File: src/rtl/sb_pkg.sv
package sb_pkg;

  typedef enum logic [1:0] {
    ST_IDLE = 2'd0,
    ST_RD   = 2'd1,
    ST_EX   = 2'd2,
    ST_WR   = 2'd3
  } st_e;

  typedef logic [7:0] age_t;

  // Bit 1 of the operation code selects the multiply class.
  function automatic logic op_is_mul(input logic [1:0] op);
    return op[1];
  endfunction

  // Execute countdown loaded when operands are read.
  function automatic logic [7:0] exec_lat(input logic mul, input int ml, input int al);
    return mul ? 8'(ml) : 8'(al);
  endfunction

  // Wrap-safe age comparison: a issued before b.
  function automatic logic age_older(input age_t a, input age_t b);
    logic signed [7:0] d;
    d = a - b;
    return d < 0;
  endfunction

endpackage

File: src/rtl/sb_issue_sel.sv
module sb_issue_sel #(
  parameter int NMUL = 2,
  parameter int NADD = 2,
  localparam int NFU  = NMUL + NADD,
  localparam int FU_W = (NFU > 1) ? $clog2(NFU) : 1
) (
  input  logic [NFU-1:0]  free,
  input  logic            want_mul,
  output logic            found,
  output logic [FU_W-1:0] unit
);
  always_comb begin
    found = 1'b0;
    unit  = '0;
    for (int u = 0; u < NFU; u++) begin
      if (!found && free[u] && ((u < NMUL) == want_mul)) begin
        found = 1'b1;
        unit  = FU_W'(u);
      end
    end
  end
endmodule

File: src/rtl/sb_wr_arb.sv
module sb_wr_arb import sb_pkg::*; #(
  parameter int NFU = 4,
  localparam int FU_W = (NFU > 1) ? $clog2(NFU) : 1
) (
  input  logic [NFU-1:0]      elig,
  input  logic [NFU-1:0][7:0] age,
  output logic [NFU-1:0]      grant,
  output logic                any,
  output logic [FU_W-1:0]     idx
);
  always_comb begin
    any   = 1'b0;
    idx   = '0;
    grant = '0;
    for (int u = 0; u < NFU; u++) begin
      if (elig[u] && (!any || age_older(age[u], age[idx]))) begin
        any = 1'b1;
        idx = FU_W'(u);
      end
    end
    if (any) grant[idx] = 1'b1;
  end
endmodule

File: src/rtl/sb_reg_status.sv
module sb_reg_status #(
  parameter int NREG = 16,
  parameter int FU_W = 2,
  localparam int REG_W = (NREG > 1) ? $clog2(NREG) : 1
) (
  input  logic                       clk,
  input  logic                       rst_n,
  input  logic                       set_en,
  input  logic [REG_W-1:0]           set_reg,
  input  logic [FU_W-1:0]            set_fu,
  input  logic                       clr_en,
  input  logic [REG_W-1:0]           clr_reg,
  output logic [NREG-1:0]            pend,
  output logic [NREG-1:0][FU_W-1:0]  owner
);
  for (genvar r = 0; r < NREG; r++) begin : g_reg
    always_ff @(posedge clk or negedge rst_n) begin
      if (!rst_n) begin
        pend[r]  <= 1'b0;
        owner[r] <= '0;
      end else if (set_en && set_reg == REG_W'(r)) begin
        pend[r]  <= 1'b1;
        owner[r] <= set_fu;
      end else if (clr_en && clr_reg == REG_W'(r)) begin
        pend[r]  <= 1'b0;
      end
    end
  end
endmodule

File: src/rtl/sb_sched_top.sv
module sb_sched_top import sb_pkg::*; #(
  parameter int NMUL    = 2,
  parameter int NADD    = 2,
  parameter int NREG    = 16,
  parameter int MUL_LAT = 3,
  parameter int ADD_LAT = 1,
  localparam int NFU   = NMUL + NADD,
  localparam int FU_W  = (NFU > 1) ? $clog2(NFU) : 1,
  localparam int REG_W = (NREG > 1) ? $clog2(NREG) : 1
) (
  input  logic             clk,
  input  logic             rst_n,
  input  logic             in_valid,
  input  logic [1:0]       in_op,
  input  logic [REG_W-1:0] in_dst,
  input  logic [REG_W-1:0] in_src1,
  input  logic [REG_W-1:0] in_src2,
  output logic             in_ready,
  output logic             issue_stall,
  output logic [FU_W-1:0]  iss_unit,
  output logic [NFU-1:0]   rd_done,
  output logic [NFU-1:0]   ex_done,
  output logic [NFU-1:0]   wr_done
);
  // Unit status table
  st_e                  st  [NFU];
  logic [REG_W-1:0]     fi  [NFU];
  logic [REG_W-1:0]     fj  [NFU];
  logic [REG_W-1:0]     fk  [NFU];
  logic [FU_W-1:0]      qj  [NFU];
  logic [FU_W-1:0]      qk  [NFU];
  logic [7:0]           cnt [NFU];
  logic [NFU-1:0]       rj, rk, fmul;
  logic [NFU-1:0][7:0]  age;
  age_t                 age_ctr;

  // Named internal events
  logic                 sel_found, waw_hit, issue_fire;
  logic [FU_W-1:0]      sel_unit;
  logic [NFU-1:0]       free, war_blk, elig;
  logic                 wr_any;
  logic [FU_W-1:0]      wr_idx;
  logic [REG_W-1:0]     wr_reg;
  logic                 src1_rdy, src2_rdy;
  logic [NREG-1:0]      pend;
  logic [NREG-1:0][FU_W-1:0] owner;

  always_comb begin
    for (int u = 0; u < NFU; u++) begin
      free[u]    = (st[u] == ST_IDLE);
      rd_done[u] = (st[u] == ST_RD) && rj[u] && rk[u];
      ex_done[u] = (st[u] == ST_EX) && (cnt[u] == 8'd1);
    end
  end

  sb_issue_sel #(.NMUL(NMUL), .NADD(NADD)) u_sel (
    .free(free), .want_mul(op_is_mul(in_op)), .found(sel_found), .unit(sel_unit)
  );

  assign waw_hit     = pend[in_dst];
  assign in_ready    = sel_found && !waw_hit;
  assign issue_fire  = in_valid && in_ready;
  assign issue_stall = in_valid && !in_ready;
  assign iss_unit    = sel_unit;

  // WAR: a writer is held while any unit still waiting to read holds a
  // ready flag on a source that names the writer's destination.
  always_comb begin
    war_blk = '0;
    for (int u = 0; u < NFU; u++) begin
      for (int f = 0; f < NFU; f++) begin
        if (f != u && st[f] == ST_RD &&
            ((rj[f] && fj[f] == fi[u]) || (rk[f] && fk[f] == fi[u])))
          war_blk[u] = 1'b1;
      end
      elig[u] = (st[u] == ST_WR) && !war_blk[u];
    end
  end

  sb_wr_arb #(.NFU(NFU)) u_arb (
    .elig(elig), .age(age), .grant(wr_done), .any(wr_any), .idx(wr_idx)
  );

  assign wr_reg = fi[wr_idx];

  sb_reg_status #(.NREG(NREG), .FU_W(FU_W)) u_rstat (
    .clk(clk), .rst_n(rst_n),
    .set_en(issue_fire), .set_reg(in_dst), .set_fu(sel_unit),
    .clr_en(wr_any), .clr_reg(wr_reg),
    .pend(pend), .owner(owner)
  );

  // A source is ready at issue if no writer is pending or it writes now.
  assign src1_rdy = !pend[in_src1] || (wr_any && owner[in_src1] == wr_idx);
  assign src2_rdy = !pend[in_src2] || (wr_any && owner[in_src2] == wr_idx);

  always_ff @(posedge clk or negedge rst_n) begin
    if (!rst_n) begin
      age_ctr <= '0;
      rj      <= '0;
      rk      <= '0;
      fmul    <= '0;
      age     <= '0;
      for (int u = 0; u < NFU; u++) begin
        st[u]  <= ST_IDLE;
        fi[u]  <= '0;
        fj[u]  <= '0;
        fk[u]  <= '0;
        qj[u]  <= '0;
        qk[u]  <= '0;
        cnt[u] <= '0;
      end
    end else begin
      if (issue_fire) age_ctr <= age_ctr + 8'd1;
      for (int u = 0; u < NFU; u++) begin
        if (issue_fire && sel_unit == FU_W'(u)) begin
          st[u]   <= ST_RD;
          fi[u]   <= in_dst;
          fj[u]   <= in_src1;
          fk[u]   <= in_src2;
          qj[u]   <= owner[in_src1];
          qk[u]   <= owner[in_src2];
          rj[u]   <= src1_rdy;
          rk[u]   <= src2_rdy;
          fmul[u] <= op_is_mul(in_op);
          age[u]  <= age_ctr;
        end else begin
          case (st[u])
            ST_RD: begin
              if (rd_done[u]) begin
                st[u]  <= ST_EX;
                cnt[u] <= exec_lat(fmul[u], MUL_LAT, ADD_LAT);
                rj[u]  <= 1'b0;
                rk[u]  <= 1'b0;
              end else begin
                if (wr_any && !rj[u] && qj[u] == wr_idx) rj[u] <= 1'b1;
                if (wr_any && !rk[u] && qk[u] == wr_idx) rk[u] <= 1'b1;
              end
            end
            ST_EX: begin
              cnt[u] <= cnt[u] - 8'd1;
              if (cnt[u] == 8'd1) st[u] <= ST_WR;
            end
            ST_WR: begin
              if (wr_done[u]) st[u] <= ST_IDLE;
            end
            default: ;
          endcase
        end
      end
    end
  end
endmodule

File: config.mk
export PLATFORM = sky130hd
export DESIGN_NAME = sb_sched_top
export DESIGN_NICKNAME = d
export VERILOG_FILES = /design/src/rtl/sb_pkg.sv /design/src/rtl/sb_issue_sel.sv /design/src/rtl/sb_wr_arb.sv /design/src/rtl/sb_reg_status.sv /design/src/rtl/sb_sched_top.sv
export SDC_FILE = /design/constraint.sdc
export NUM_CORES = 1
export LEC_CHECK = 0
export BUFFER_PORTS_ARGS = -buffer_cell sky130_fd_sc_hd__buf_2
export CAP_MARGIN = 20
export CORE_ASPECT_RATIO = 1.4
export CORE_UTILIZATION = 64
export DETAILED_ROUTE_END_ITERATION = 10
export PLACE_DENSITY = 0.88
export SETUP_SLACK_MARGIN = 0.05
export SLEW_MARGIN = 20
export SYNTH_ARGS = -nofsm -noshare
export SYNTH_HDL_FRONTEND = slang
export SYNTH_SLANG_ARGS = --single-unit
File: constraint.sdc
create_clock -name clk -period 8.6 [get_ports clk]
set_input_delay 0.43 -clock clk [delete_from_list [all_inputs] [get_ports clk]]
set_output_delay 0.43 -clock clk [all_outputs]
set_load 0.02 [all_outputs]
# Word-level counts from Yosys, hierarchy flattened
# Cells that the tools add are included.
# totals
regBits,204
input_bits,17
out_inout_bits,16
elab_cells,561
# classes
addsub,8
n_lt_le_gt_ge,11
n_eq_ne,99
mux,142
n_bitwise,6
n_reduce_logical,218
# ops
op,n
$logic_and A1 B1 Y1,120
$eq A4 B4 Y1,24
$mux W1,90
$eq A4 B4 Y1 const B,16
$pmux W8 S2,4
$mux W2,26
$mux W8,6
$reduce_bool A2 Y1,24
$bmux W8 S2,2
$eq A4 B3 Y1 const B,8
$eq A8 B1 Y1 const B,4
$sub A8 B1 Y8 const B,4
$lt A8 B1 Y1 const B,3
$ne A3 B2 Y1 const B,8
$pmux W2 S3,4
$reduce_bool A3 Y1,8
$sub A8 B8 Y8,3
$logic_not A1 Y1,22
$eq A2 B2 Y1,10
$eq A2 B2 Y1 const B,10
$logic_or A1 B1 Y1,17
$bmux W2 S4,2
$eq A4 B2 Y1 const B,4
$reduce_and A2 Y1,8
20 further kinds,57

# Depth between registers and ports, before layout
# Gate-level depths: netlist (run 1).
# logic_depth
ltp_word,36
mapped_depth,38
ltp_nobuf,32

# Hierarchy
# A second synthesis (run 1) with hierarchy kept.
# unflattened
cells_unflattened,1347
hier_area_um2,12679.7
# by_module_without_submodules
module,n_inst,cells_per_inst,area_per_inst_um2,seq_area_each_um2
sb_sched_top,1,1064,9828.2,3903.7
sb_reg_status,1,150,1931.9,1201.2
sb_wr_arb,1,125,882.1,0.0
sb_issue_sel,1,8,37.5,0.0

# Worst setup path before layout (run 1)
# Ideal clock, no wire load.
# synth_path
path_type,reg2reg
startpoint,register st[5] in the netlist's numbering
endpoint,register rj[0]
setup_ps,104
arrival_time_ps,7784
required_ps,8496
path_slack_ps,713
stages_incl_launch_ff,37
path_buffers,7
period_less_slack_ps,7887
cell_sequence,dfrtp_1 -> inv_1 -> ha_1 -> clkbuf_1 -> nand2_1 -> nor3_2 -> nor3_4 -> and3_2 -> nor2_1 -> clkbuf_1 -> clkbuf_1 -> nor2_1 -> a21oi_1 -> ha_1 -> a21o_1 -> a21o_1 -> a21o_1 -> a2111oi_2 -> a21oi_1 -> xnor2_1 -> a21o_1 -> clkbuf_1 -> clkbuf_1 -> o21ai_0 -> ha_1 -> a21o_1 -> a21o_1 -> a21o_1 -> a2111oi_0 -> and3_1 -> clkbuf_2 -> a21oi_1 -> xnor2_1 -> a31o_2 -> clkbuf_2 -> xnor2_1 -> a221oi_1
# synth_via
elab_chain_cells,30
word_cells_on_any_way,72
classes_between,2 x add/sub; 2 x order compare; 4 x eq/ne; 25 x mux; 39 x reduce/logical
# synth_lines
item,line,text
from (decl),sb_sched_top.sv:26,st_e st [NFU];
"from (signal, indexed assignment)",sb_sched_top.sv:105,st[u] <= ST_IDLE;
"from (signal, indexed assignment)",sb_sched_top.sv:117,st[u] <= ST_RD;
"from (signal, indexed assignment)",sb_sched_top.sv:131,st[u] <= ST_EX;
$eq A2 B1 Y1,sb_sched_top.sv:72,if (f != u && st[f] == ST_RD &&
$logic_and A1 B1 Y1,sb_sched_top.sv:72,
$mux W1 (3 in a row),sb_sched_top.sv:72,
$logic_not A1 Y1,sb_sched_top.sv:76,elig[u] = (st[u] == ST_WR) && !war_blk[u];
$logic_and A1 B1 Y1,sb_sched_top.sv:76,
$mux W1,sb_wr_arb.sv:16,"if (elig[u] && (!any || age_older(age[u], age[idx]))) begin"
$logic_not A1 Y1,sb_wr_arb.sv:16,
$logic_or A1 B1 Y1,sb_wr_arb.sv:16,
[... 12 more ...],-,
$lt A8 B1 Y1,sb_pkg.sv:26,return d < 0;
$logic_or A1 B1 Y1,sb_wr_arb.sv:16,
$logic_and A1 B1 Y1,sb_wr_arb.sv:16,
$mux W2 / $mux W1 (equally long branches),sb_wr_arb.sv:16,
"$eq A2 B2 Y1, or another cell as far along",sb_sched_top.sv:136,if (wr_any && !rj[u] && qj[u] == wr_idx) rj[u] <= 1'b1;
$logic_and A1 B1 Y1 (on tied branches),"sb_sched_top.sv:136, sb_sched_top.sv:94",
$reduce_bool A3 Y1 (no source line) / $logic_or A1 B1 Y1 (equally long branches),-,
$reduce_and A2 Y1 (no source line) / $mux W1 (equally long branches),-,
"to (signal, indexed assignment)",sb_sched_top.sv:123,rj[u] <= src1_rdy;
to (decl),sb_sched_top.sv:33,"logic [NFU-1:0] rj, rk, fmul;"
# Parallel ways exist; a longest one is shown, timed or not. The select of a mux whose other input is x is not followed.
# A chain may end at the register's enable or synchronous reset.

# Final worst setup path (run 1)
# layout_path
startpoint,register st[1] in the netlist's numbering
endpoint,output wr_done[1]
# layout_via
elab_chain_cells,29
word_cells_on_any_way,45
classes_between,2 x add/sub; 4 x order compare; 2 x eq/ne; 17 x mux; 20 x reduce/logical
# layout_lines
item,line,text
$eq A2 B1 Y1,sb_sched_top.sv:72,
$logic_and A1 B1 Y1,sb_sched_top.sv:72,
$mux W1,sb_sched_top.sv:72,
$logic_not A1 Y1,sb_sched_top.sv:76,
$logic_and A1 B1 Y1,sb_sched_top.sv:76,
$mux W1,sb_wr_arb.sv:16,
$logic_not A1 Y1,sb_wr_arb.sv:16,
$logic_or A1 B1 Y1,sb_wr_arb.sv:16,
[... 13 more ...],-,
$logic_or A1 B1 Y1,sb_wr_arb.sv:16,
$logic_and A1 B1 Y1,sb_wr_arb.sv:16,
$mux W2,sb_wr_arb.sv:16,
$lt A2 B3 Y1 (implied by the code) / $ge A2 B1 Y1 (equally long branches),sb_wr_arb.sv:21,if (any) grant[idx] = 1'b1;
$logic_and A1 B1 Y1 (implied by the code),sb_wr_arb.sv:21,
$mux W1 (implied by the code),sb_wr_arb.sv:21,
$demux W1 S2,-,
$mux W4 *,sb_wr_arb.sv:21,
to (decl),sb_sched_top.sv:23,output logic [NFU-1:0] wr_done
# Mark *: on every way between the ends. The rest lies on a longest branch, timed or not. The select of a mux whose other input is x is not followed.

==> results of run 1 <==
[cells in the final DEF (no fill, tap or decap), types with 27 or more instances in the layout]
cell type	instances
xnor2_1	65
nand3_1	34
buf_2	30
mux2_2	31
xor2_1	54
inv_1	51
ha_1	45
nand2_1	312
a21oi_1	55
nor3_1	27
nor2_1	81
mux4_2	35
dfrtp_1	204
o21ai_0	88
[tightest hold or removal path, cell delays in order]
cell and delay, ns:
buf_2 0.18, nand2_1 0.08, nand2_1 0.05
[state kept, by name (all words and copies together) (netlist names)]
name / cells
fi: 16
fk: 16
u_rstat.owner: 32
qk: 8
st: 8
fj: 16
age_ctr: 8
age: 32
cnt: 32
rk: 4
u_rstat.pend: 16
fmul: 4
rj: 4
qj: 8
[where the power goes]
part | internal (mW) | switching (mW)
Sequential | 1.28 | 0.483
Combinational | 1.28 | 2.08
Clock | 0.485 | 0.369
Total | 3.04 | 2.93
[cell type report]
type | count | area [um^2] | share of cell area, %
clock buffer | 32 | 607 | 4.30
timing repair buffer | 46 | 279 | 1.98
inverter | 53 | 199 | 1.41
clock inverter | 4 | 23.8 | 0.169
multi-input combinational | 1119 | 7570 | 53.7
sequential | 204 | 5100 | 36.2
tap | 252 | 315 | 2.24
[metal layers]
metal / vias to the layer above / share of wire [%] / track usage [%]
met4: 2 / 8.0 / 26.1
met1: 5543 / 35 / 41.8
met3: 219 / 9.1 / 5.94
met5: - / 0.033 / 0
li1: 5078 / - / -
met2: 724 / 48 / 59.1
[logic make-up after synthesis]
group	count (synthesis)
flops	204
buf+inv	136
mux	80
xor+xnor	119
fa+ha+maj	45
simple gates	600
compound gates	275
[worst max path at each step]
stage          cells past startpoint               end    from  slack, ns
2_1_floorplan                     36             rj[0]   st[5]       0.71
4_1_cts                           30        wr_done[1]  age[2]       0.14
5_1_grt                           30        wr_done[1]  age[2]       0.06
3_3_place_gp                      31  u_rstat.pend[12]   st[3]       0.45
3_5_place_dp                      31  u_rstat.pend[12]  age[2]        0.1
6_report                          29        wr_done[1]   st[1]       0.48
[what timing repair did]
action / CTS / global route
hold buffers: 1 / 0
resized for setup: 1 / 5
endpoints found under the setup margin: 1 / 31
hold endpoints to repair: 1 / 0
[stage by stage]
| step | setup WS, ns | cells | cell area, um^2 | hold WS (ns) |
|---|---|---|---|---|
| final | 0.481 | 1710 | 14100 | 0.272 |
| after global routing | 0.0612 | 1710 | 14100 | 0.269 |
| after CTS | 0.138 | 1710 | 14100 | 0.253 |
| after detailed placement | 0.0999 | 1673 | 13400 | 0.453 |
| after global placement | 0.451 | 1673 | 13400 | 0.450 |
| after floorplan | 0.713 | 1459 | 13200 | 0.134 |
==> metrics.txt, run 1 <==
total nets after synthesis=1521; global route overflow=0; setup TNS=0 ns; slowest CP cell=dfrtp_1; Worst Path Arrival=around 7.7 ns; gr usage total=35.8%; Hold Path Depth=3; largest family of logic cells by synthesized area=simple AND/OR/NAND/NOR gates; Critical path buffers and inverters=2; Final #Nets=1507; crit-path leading delay family=compound AO/OA/AOI/OAI gates; min cycle time layout=roughly 8 ns; area of the die=21200 um^2; routed len/inst=about 21 um; crit-path max FO=10; slowest stage delay, CP=0.42 ns; Power Total=about 6.0 mW; First-pass DRT Iterations=6; XOR/XNOR Fraction of Synth Area=7.89%; mux contribution to synthesized area=9.67%; unrepaired setup endpoints after global routing=no; Post-synth EDFFs=0; Longest Clk Path Bufs=3; Antenna diodes=0; FFs w/ async S/R, synth=100%; Die Ht=about 170 um; Num CTS Buffers=21; row cnt=61; share of cells above drive strength 1=12.5%; data required time of the critical path=between 8 and 9 ns; Crit Reg-Reg Endpoint=u_rstat.pend[12]; Final Max Slew Viols=0; critical path launch point type=register; Post-Synth Adder-Cell Area=4.26%; H-tree depth=1; WL final=~36 mm; clk_lat worst skew=0.51 ns; DRC=0; initial antenna violation count=1; chip width=123 um; Worst VDD drop=0.000239 V; WS Path Type=register to output pin; hold wc startpoint=in_src1[3]; io pins=33; Leak=about 6.6 nW; clock slew at reported path FFs=0.06 ns; Via Count=11600; antenna viol nets, final=0; CTS sink count=204; final core utilization=70.2%; gpl congestion=0.966; largest area contributor in the netlist=dfrtp_1; status=finished clean; CTS root buf=clkbuf_16; RR Startpoint=st[1]; HPWL reported at the end of detailed placement=25.3 mm; Slew @ Worst Pin=1.04 ns; worst hold path class=primary input to register; drt first-iter violations=roughly 1200; Syn Inst Count=1459; Final setup viols=0; R2R depth=30; Worst slew margin=about 31%; # Post-CTS Setup Buffers=0; Post-Synth Simple-Gate Area=21.2%; global-route wire length before repair=58.0 mm; Fin. Hold Viols=0; top cells by area, synth=dfrtp_1, nand2_1, mux4_2, xnor2_1, ha_1; crit-path most repeated cell=a21o_1; number of global-route vias before repair=11400; Synth cell types=89; Max Clock Skew=0.0175 ns; Hold Path End=fj[11]; commonest cells in the synthesized netlist=nand2_1, dfrtp_1, o21ai_0; core area=approximately 20000 um^2; Critical Path Sink Type=output pin; synthesis-to-finish area growth=6.73%; post-synthesis cell area=around 13000 um^2; prevailing post-synth register cell=dfrtp_1; largest net degree at the start of global routing=90; Syn Area/Cell=9.06 um^2; CTS tree=yes; post-synth top area share=38.6%; Max Cap Viol=0; sequential share of the synthesized area=38.6%; post-synthesis compound-gate area fraction=14.1%; DR vias/cell=about 6.8; starting density of the core=between 60 and 70%; #FFs+latches synth=204; Layout fillers=1500; f_max=around 0.12 GHz; reg-to-reg slack, setup=0.63 ns; top-count cell post-synth=nand2_1; Power Dens Cells=423 nW/um^2; Tcrit/Tclk final=between 90 and 100%; Synth warnings=0; IO buf count=31
No activity file was read; power rests on OpenSTA's default activity.
==> inputs of run 2 (changes only) <==
--- a/config.mk
+++ b/config.mk
@@ -15,4 +15,5 @@
 export SLEW_MARGIN = 20
 export SYNTH_ARGS = -nofsm -noshare
 export SYNTH_HDL_FRONTEND = slang
+export SYNTH_HIERARCHICAL = 1
 export SYNTH_SLANG_ARGS = --single-unit
==> constraint.sdc (replaced) <==
create_clock -name clk -period 8.6 [get_ports clk]
set_input_delay 0.43 -clock clk [delete_from_list [all_inputs] [get_ports clk]]
set_output_delay 0.43 -clock clk [all_outputs]
set_load 0.005 [all_outputs]
==> metrics.txt, run 2 <==
Final #Nets=1401 (-7.0%); min cycle time layout=7.79 ns (-0.328 ns); Synth cell types=69 (-22%); Power Dens Cells=342 nW/um^2 (-19%); slowest CP cell=dfrtp_1; post-synth top area share=40.3% (+1.6 points); Die Ht=169 um (-2.0%); Critical Path Sink Type=register; Sw Share=42.8% (-6.3 points); crit-path most repeated cell=a21o_1; CTS root buf=clkbuf_16; row cnt=60 (-1.6%); Final setup viols=0 (unchanged); unrepaired setup endpoints after global routing=no; global-route wire length before repair=54.3 mm (-6.4%); Worst VDD drop=0.000222 V (-7.1%); largest net degree at the start of global routing=77 (-14%); Num CTS Buffers=21 (unchanged); met3 GRT Util=5.80% (-0.14 points); Worst Path Arrival=8.14 ns (+0.45 ns); critical path launch point type=register; H-tree depth=1 (unchanged); Worst slew margin=32.9% (+2.3 points); clock network fraction of total power=20.1% (+5.8 points); Max Clock Skew=0.0182 ns (+0.000726 ns); Syn Inst Count=1347 (-7.7%); sequential power share=34.2% (+4.7 points); Via Count=10400 (-10%); crit-path max FO=13 (+3); Leak=6.88 nW (+4.3%); gr usage total=34.2% (-1.6 points); First-pass DRT Iterations=8 (+2); CTS tree=yes; top-count cell post-synth=nand2_1; synthesis-to-finish area growth=7.77%; clock slew at reported path FFs=0.06 ns (about the same); WL final=32.9 mm (-9.5%); share of cells above drive strength 1=13.0% (+0.51 points); commonest cells in the synthesized netlist=nand2_1, dfrtp_1, xor2_1; sequential share of the synthesized area=40.3% (+1.6 points); M2 GR Usage=57.5% (-1.7 points); Fin. Hold Viols=0 (unchanged); dpl ws=0.822 ns (+0.722 ns); starting density of the core=65.7% (-0.097 points); Pint=2.67 mW (-12%); prevailing post-synth register cell=dfrtp_1; Longest Clk Path Bufs=3 (unchanged); Final Max Slew Viols=0 (unchanged); HPWL reported at the end of detailed placement=22.7 mm (-10%); P_sw=2.00 mW (-32%); core area=19300 um^2 (-3.9%); largest area contributor in the netlist=dfrtp_1; status=finished clean; chip width=121 um (-2.0%); biggest regs=age (32), cnt (32), u_rstat/owner (32); Synth warnings=6 (+6); f_max=0.128 GHz (+4.2%); Antenna diodes=0 (unchanged); clk_lat worst skew=0.51 ns (about the same); setup TNS=0 ns (unchanged); met1 Use GR=38.6% (-3.2 points); Syn Area/Cell=9.41 um^2 (+4.0%); routed len/inst=20.5 um (-3.5%); slowest stage delay, CP=0.67 ns (+0.25 ns); DRC=0 (unchanged); IO buf count=31 (unchanged); Tcrit/Tclk final=90.6% (-3.8 points); hold slack=0.220 ns (-0.0523 ns); Power Total=4.67 mW (-22%); gpl congestion=0.920 (-4.8%); top cells by area, synth=dfrtp_1, nand2_1, xor2_1, mux2_2, mux2i_1; final std cells w/o fill=1603 (-6.3%); number of global-route vias before repair=10800 (-5.2%); data required time of the critical path=8.95 ns (+0.78 ns); final core utilization=70.8% (+0.57 points); #FFs+latches synth=204 (unchanged); drt first-iter violations=1020 (-13%); Final WS setup=0.809 ns (+0.328 ns); Max Cap Viol=0 (unchanged); WS Path Type=register to register; post-synthesis cell area=12700 um^2 (-4.0%); commonest non-fill, non-tap cell in the layout=nand2_1; area of the die=20400 um^2 (-4.0%); Post-synth EDFFs=0 (unchanged); most frequent cells in the layout=nand2_1, dfrtp_1, xor2_1, o21ai_0, mux2_2; io pins=33 (unchanged); DP Area=13000 um^2 (-3.6%); total nets after synthesis=1407 (-7.5%); initial antenna violation count=0 (-1); busiest layer in global routing=met2; # Post-CTS Setup Buffers=0 (unchanged); FFs w/ async S/R, synth=100% (unchanged); placed insts=1565 (-6.5%); Combinational Power Share=45.7% (-11 points); antenna viol nets, final=0 (unchanged); CTS sink count=204 (unchanged); Slew @ Worst Pin=1.00 ns (-0.0351 ns); design area=13700 um^2 (-3.1%); DR vias/cell=6.46 (-4.5%); worst hold path class=primary input to register; global route overflow=0 (unchanged)
-- run 2: final timing paths --
path,startpoint,endpoint,slack (ns),cells past startpoint
worst max-delay path,fi[9],rk[0],0.81,32
worst min register to register,fmul[0],fmul[0],0.48,2
worst min-delay path,in_src1[3],fj[3],0.22,2
min in group asynchronous,rst_n,cnt[5],0.50,2
max in group asynchronous,rst_n,cnt[31],6.75,3
worst max register to register,fi[9],rk[0],0.81,32
-- run 2: timing repair --
action	in CTS	in global routing
resized for setup	0	1
hold buffers	1	0
setup endpoints to repair	0	4
endpoints found under the hold margin	74	0
-- run 2: logic make-up after synthesis --
family	synth area share, %
xor gates and xnor gates	8.90
DFF	40.3
AOI/OAI and AO/OA	9.73
adders and majority gates	4.24
muxes	14.4
and+or+nand+nor	18.8
buffers and inverters	3.70
-- run 2: cell type report --
| cell class | instances | area [um^2] |
|---|---|---|
| fill | 1341 | 5630 |
| clock inverter | 3 | 65.1 |
| multi-input combinational | 1028 | 7130 |
| sequential | 204 | 5100 |
| clock buffer | 34 | 634 |
| tap | 248 | 310 |
| timing repair buffer | 44 | 264 |
| inverter | 42 | 158 |
-- run 2: layer usage --
metal	up-vias	routed length, um	share of wire (%)
met5	-	0	0
met4	0	2510	7.6
met3	174	2440	7.4
met2	494	16300	49
met1	5026	11700	36
li1	4659	-	-
-- run 2: critical path, delay by kind of cell (launching register included) --
kind	cells	cell delay (ns)
compound gates	14	3.16
simple gates	10	1.87
flops	1	0.67
fa+ha+maj	2	0.60
xor+xnor	3	0.52
mux	2	0.50
buf+inv	1	0.31
-- run 2: power groups by stage --
stage,combinational (mW),sequential (mW),clock (mW)
CTS,2.10,1.58,0.945
floorplan,1.70,1.41,0
detailed placement,2.07,1.59,0
global route,2.36,1.63,0.988
global placement,1.99,1.57,0
finish,2.13,1.59,0.938
==> inputs of run 3 (changes only) <==
--- a/config.mk
+++ b/config.mk
@@ -8,9 +8,10 @@
 export BUFFER_PORTS_ARGS = -buffer_cell sky130_fd_sc_hd__buf_2
 export CAP_MARGIN = 20
 export CORE_ASPECT_RATIO = 1.4
-export CORE_UTILIZATION = 64
+export CORE_MARGIN = 3
+export CORE_UTILIZATION = 34
 export DETAILED_ROUTE_END_ITERATION = 10
-export PLACE_DENSITY = 0.88
+export PLACE_DENSITY = 0.56
 export SETUP_SLACK_MARGIN = 0.05
 export SLEW_MARGIN = 20
 export SYNTH_ARGS = -nofsm -noshare
==> metrics.txt, run 3 (same netlist as run 2, synthesis figures left out) <==
Num CTS Buffers=22 (+4.8%); largest net degree at the start of global routing=76 (-1.3%); reg-to-reg slack, setup=1.11 ns (+0.30 ns); row cnt=83 (+38%); Crit Reg-Reg Endpoint=u_rstat/pend[4]; Antenna diodes=0 (unchanged); crit-path leading delay family=simple AND/OR/NAND/NOR gates; CTS resizes=0 (unchanged); clk_lat worst skew=0.52 ns (about the same); number of global-route vias before repair=10100 (-6.4%); final core utilization=38.1% (-33 points); First-pass DRT Iterations=5 (-3); routed len/inst=19.3 um (-5.9%); # Post-CTS Setup Buffers=0 (unchanged); f_max=0.134 GHz (+4.1%); antenna viol nets, final=0 (unchanged); Max Cap Viol=0 (unchanged); Hold Path Depth=2 (unchanged); synthesis-to-finish area growth=10.3%; biggest regs=age (32), cnt (32), u_rstat/owner (32); gpl congestion=0.874 (-5.0%); starting density of the core=34.5% (-31 points); CTS Hold Bufs=1 (unchanged); Via Count=9798 (-5.4%); Critical Path Sink Type=register; CTS tree=yes; Slew @ Worst Pin=0.873 ns (-0.129 ns); H-tree depth=1 (unchanged); WL final=35.3 mm (+7.3%); area of the die=39700 um^2 (+95%); crit-path max FO=8 (-5); io pins=33 (unchanged); critical path launch point type=register; share of cells above drive strength 1=13.4% (+0.39 points); slowest stage delay, CP=0.67 ns (about the same); CTS root buf=clkbuf_16; Layout fillers=3724 (+180%); initial antenna violation count=0 (unchanged); Die Ht=234 um (+39%); Longest Clk Path Bufs=3 (unchanged); final std cells w/o fill=1827 (+14%); IO buf count=31 (unchanged); register area=5100 um^2 (unchanged); global-route wire length before repair=55.9 mm (+2.9%); RR Startpoint=fi[13]; gr usage total=17.8% (-16 points); worst hold path class=primary input to register; Power Total=4.69 mW (+0.57%); unrepaired setup endpoints after global routing=no; Tcrit/Tclk final=87.1% (-3.5 points); hold wc startpoint=in_src1[3]; R2R depth=32 (unchanged); drt first-iter violations=477 (-53%); most frequent cells in the layout=nand2_1, dfrtp_1, xor2_1, o21ai_0, mux2_2; min cycle time layout=7.49 ns (-0.304 ns); DRC=0 (unchanged); Leak=6.91 nW (+0.44%); global route overflow=0 (unchanged); Final WS setup=1.11 ns (+0.304 ns); Worst VDD drop=0.000158 V (-29%); slowest CP cell=dfrtp_1; Final #Nets=1405 (+0.29%); DR vias/cell=5.36 (-17%); commonest non-fill, non-tap cell in the layout=nand2_1; core area=36800 um^2 (+91%); Hold Path End=fj[3]; status=finished clean; Max Clock Skew=0.0119 ns (-0.00628 ns); Final setup viols=0 (unchanged); setup TNS=0 ns (unchanged); Fin. Hold Viols=0 (unchanged); clock slew at reported path FFs=0.06 ns (about the same); chip width=169 um (+40%); multi-input logic area=7130 um^2 (unchanged); Critical path buffers and inverters=0 (-1); Power Dens Cells=335 nW/um^2 (-1.8%); Worst slew margin=41.8% (+8.8 points); HPWL reported at the end of detailed placement=24.4 mm (+7.3%); Worst Path Arrival=7.89 ns (-0.25 ns); WS Path Type=register to register; data required time of the critical path=9.00 ns (+0.05 ns); Final Max Slew Viols=0 (unchanged); dpl ws=1.15 ns (+0.326 ns); CTS sink count=204 (unchanged); placed insts=1787 (+14%)
run 3: how the worst max path moves through the flow:
stage                 from                to  slack, ns  cells after the start
floorplan           fi[10]  u_rstat/pend[12]       1.31                     35
global placement    fi[15]  u_rstat/pend[12]       1.21                     31
detailed placement  fi[13]   u_rstat/pend[4]       1.15                     31
CTS                 fi[13]   u_rstat/pend[4]       1.11                     31
global route        fi[12]   u_rstat/pend[8]       0.65                     32
finish              fi[13]   u_rstat/pend[4]       1.11                     32
run 3: where the power goes:
group / switching [mW] / internal, mW
Combinational: 1.22 / 0.908
Clock: 0.393 / 0.571
Sequential: 0.389 / 1.21
Total: 2.01 / 2.69
run 3: routing by layer:
metal / vias to the layer above / share of wire (%) / GRT usage (%)
li1: 4665 / - / -
met1: 4866 / 41 / 21.2
met2: 195 / 52 / 32.7
met3: 72 / 3.2 / 1.56
met4: 0 / 3.8 / 7.65
met5: - / 0 / 0
run 3: cell type report:
cell class	count	area share, %
Clock buffer	35	4.86
Clock inverter	4	0.349
Inverter	42	1.13
Multi-Input combinational cell	1028	50.9
Sequential cell	204	36.5
Tap cell	467	4.18
Timing Repair Buffer	47	2.05
run 3: worst register-to-register path, delay by kind of cell (launching register included):
| kind | cells | cell delay [ns] |
|---|---|---|
| DFF | 1 | 0.67 |
| adders and majority gates | 2 | 0.61 |
| xor gates and xnor gates | 2 | 0.31 |
| muxes | 3 | 1.12 |
| and+or+nand+nor | 13 | 2.51 |
| AOI/OAI and AO/OA | 12 | 2.19 |
run 3: stage by stage:
stage               cell area [um^2]  hold WS, ns
finish                         14000        0.241
global route                   14000        0.248
CTS                            14000        0.215
detailed placement             13300        0.463
global placement               13300        0.461
floorplan                      12700        0.134
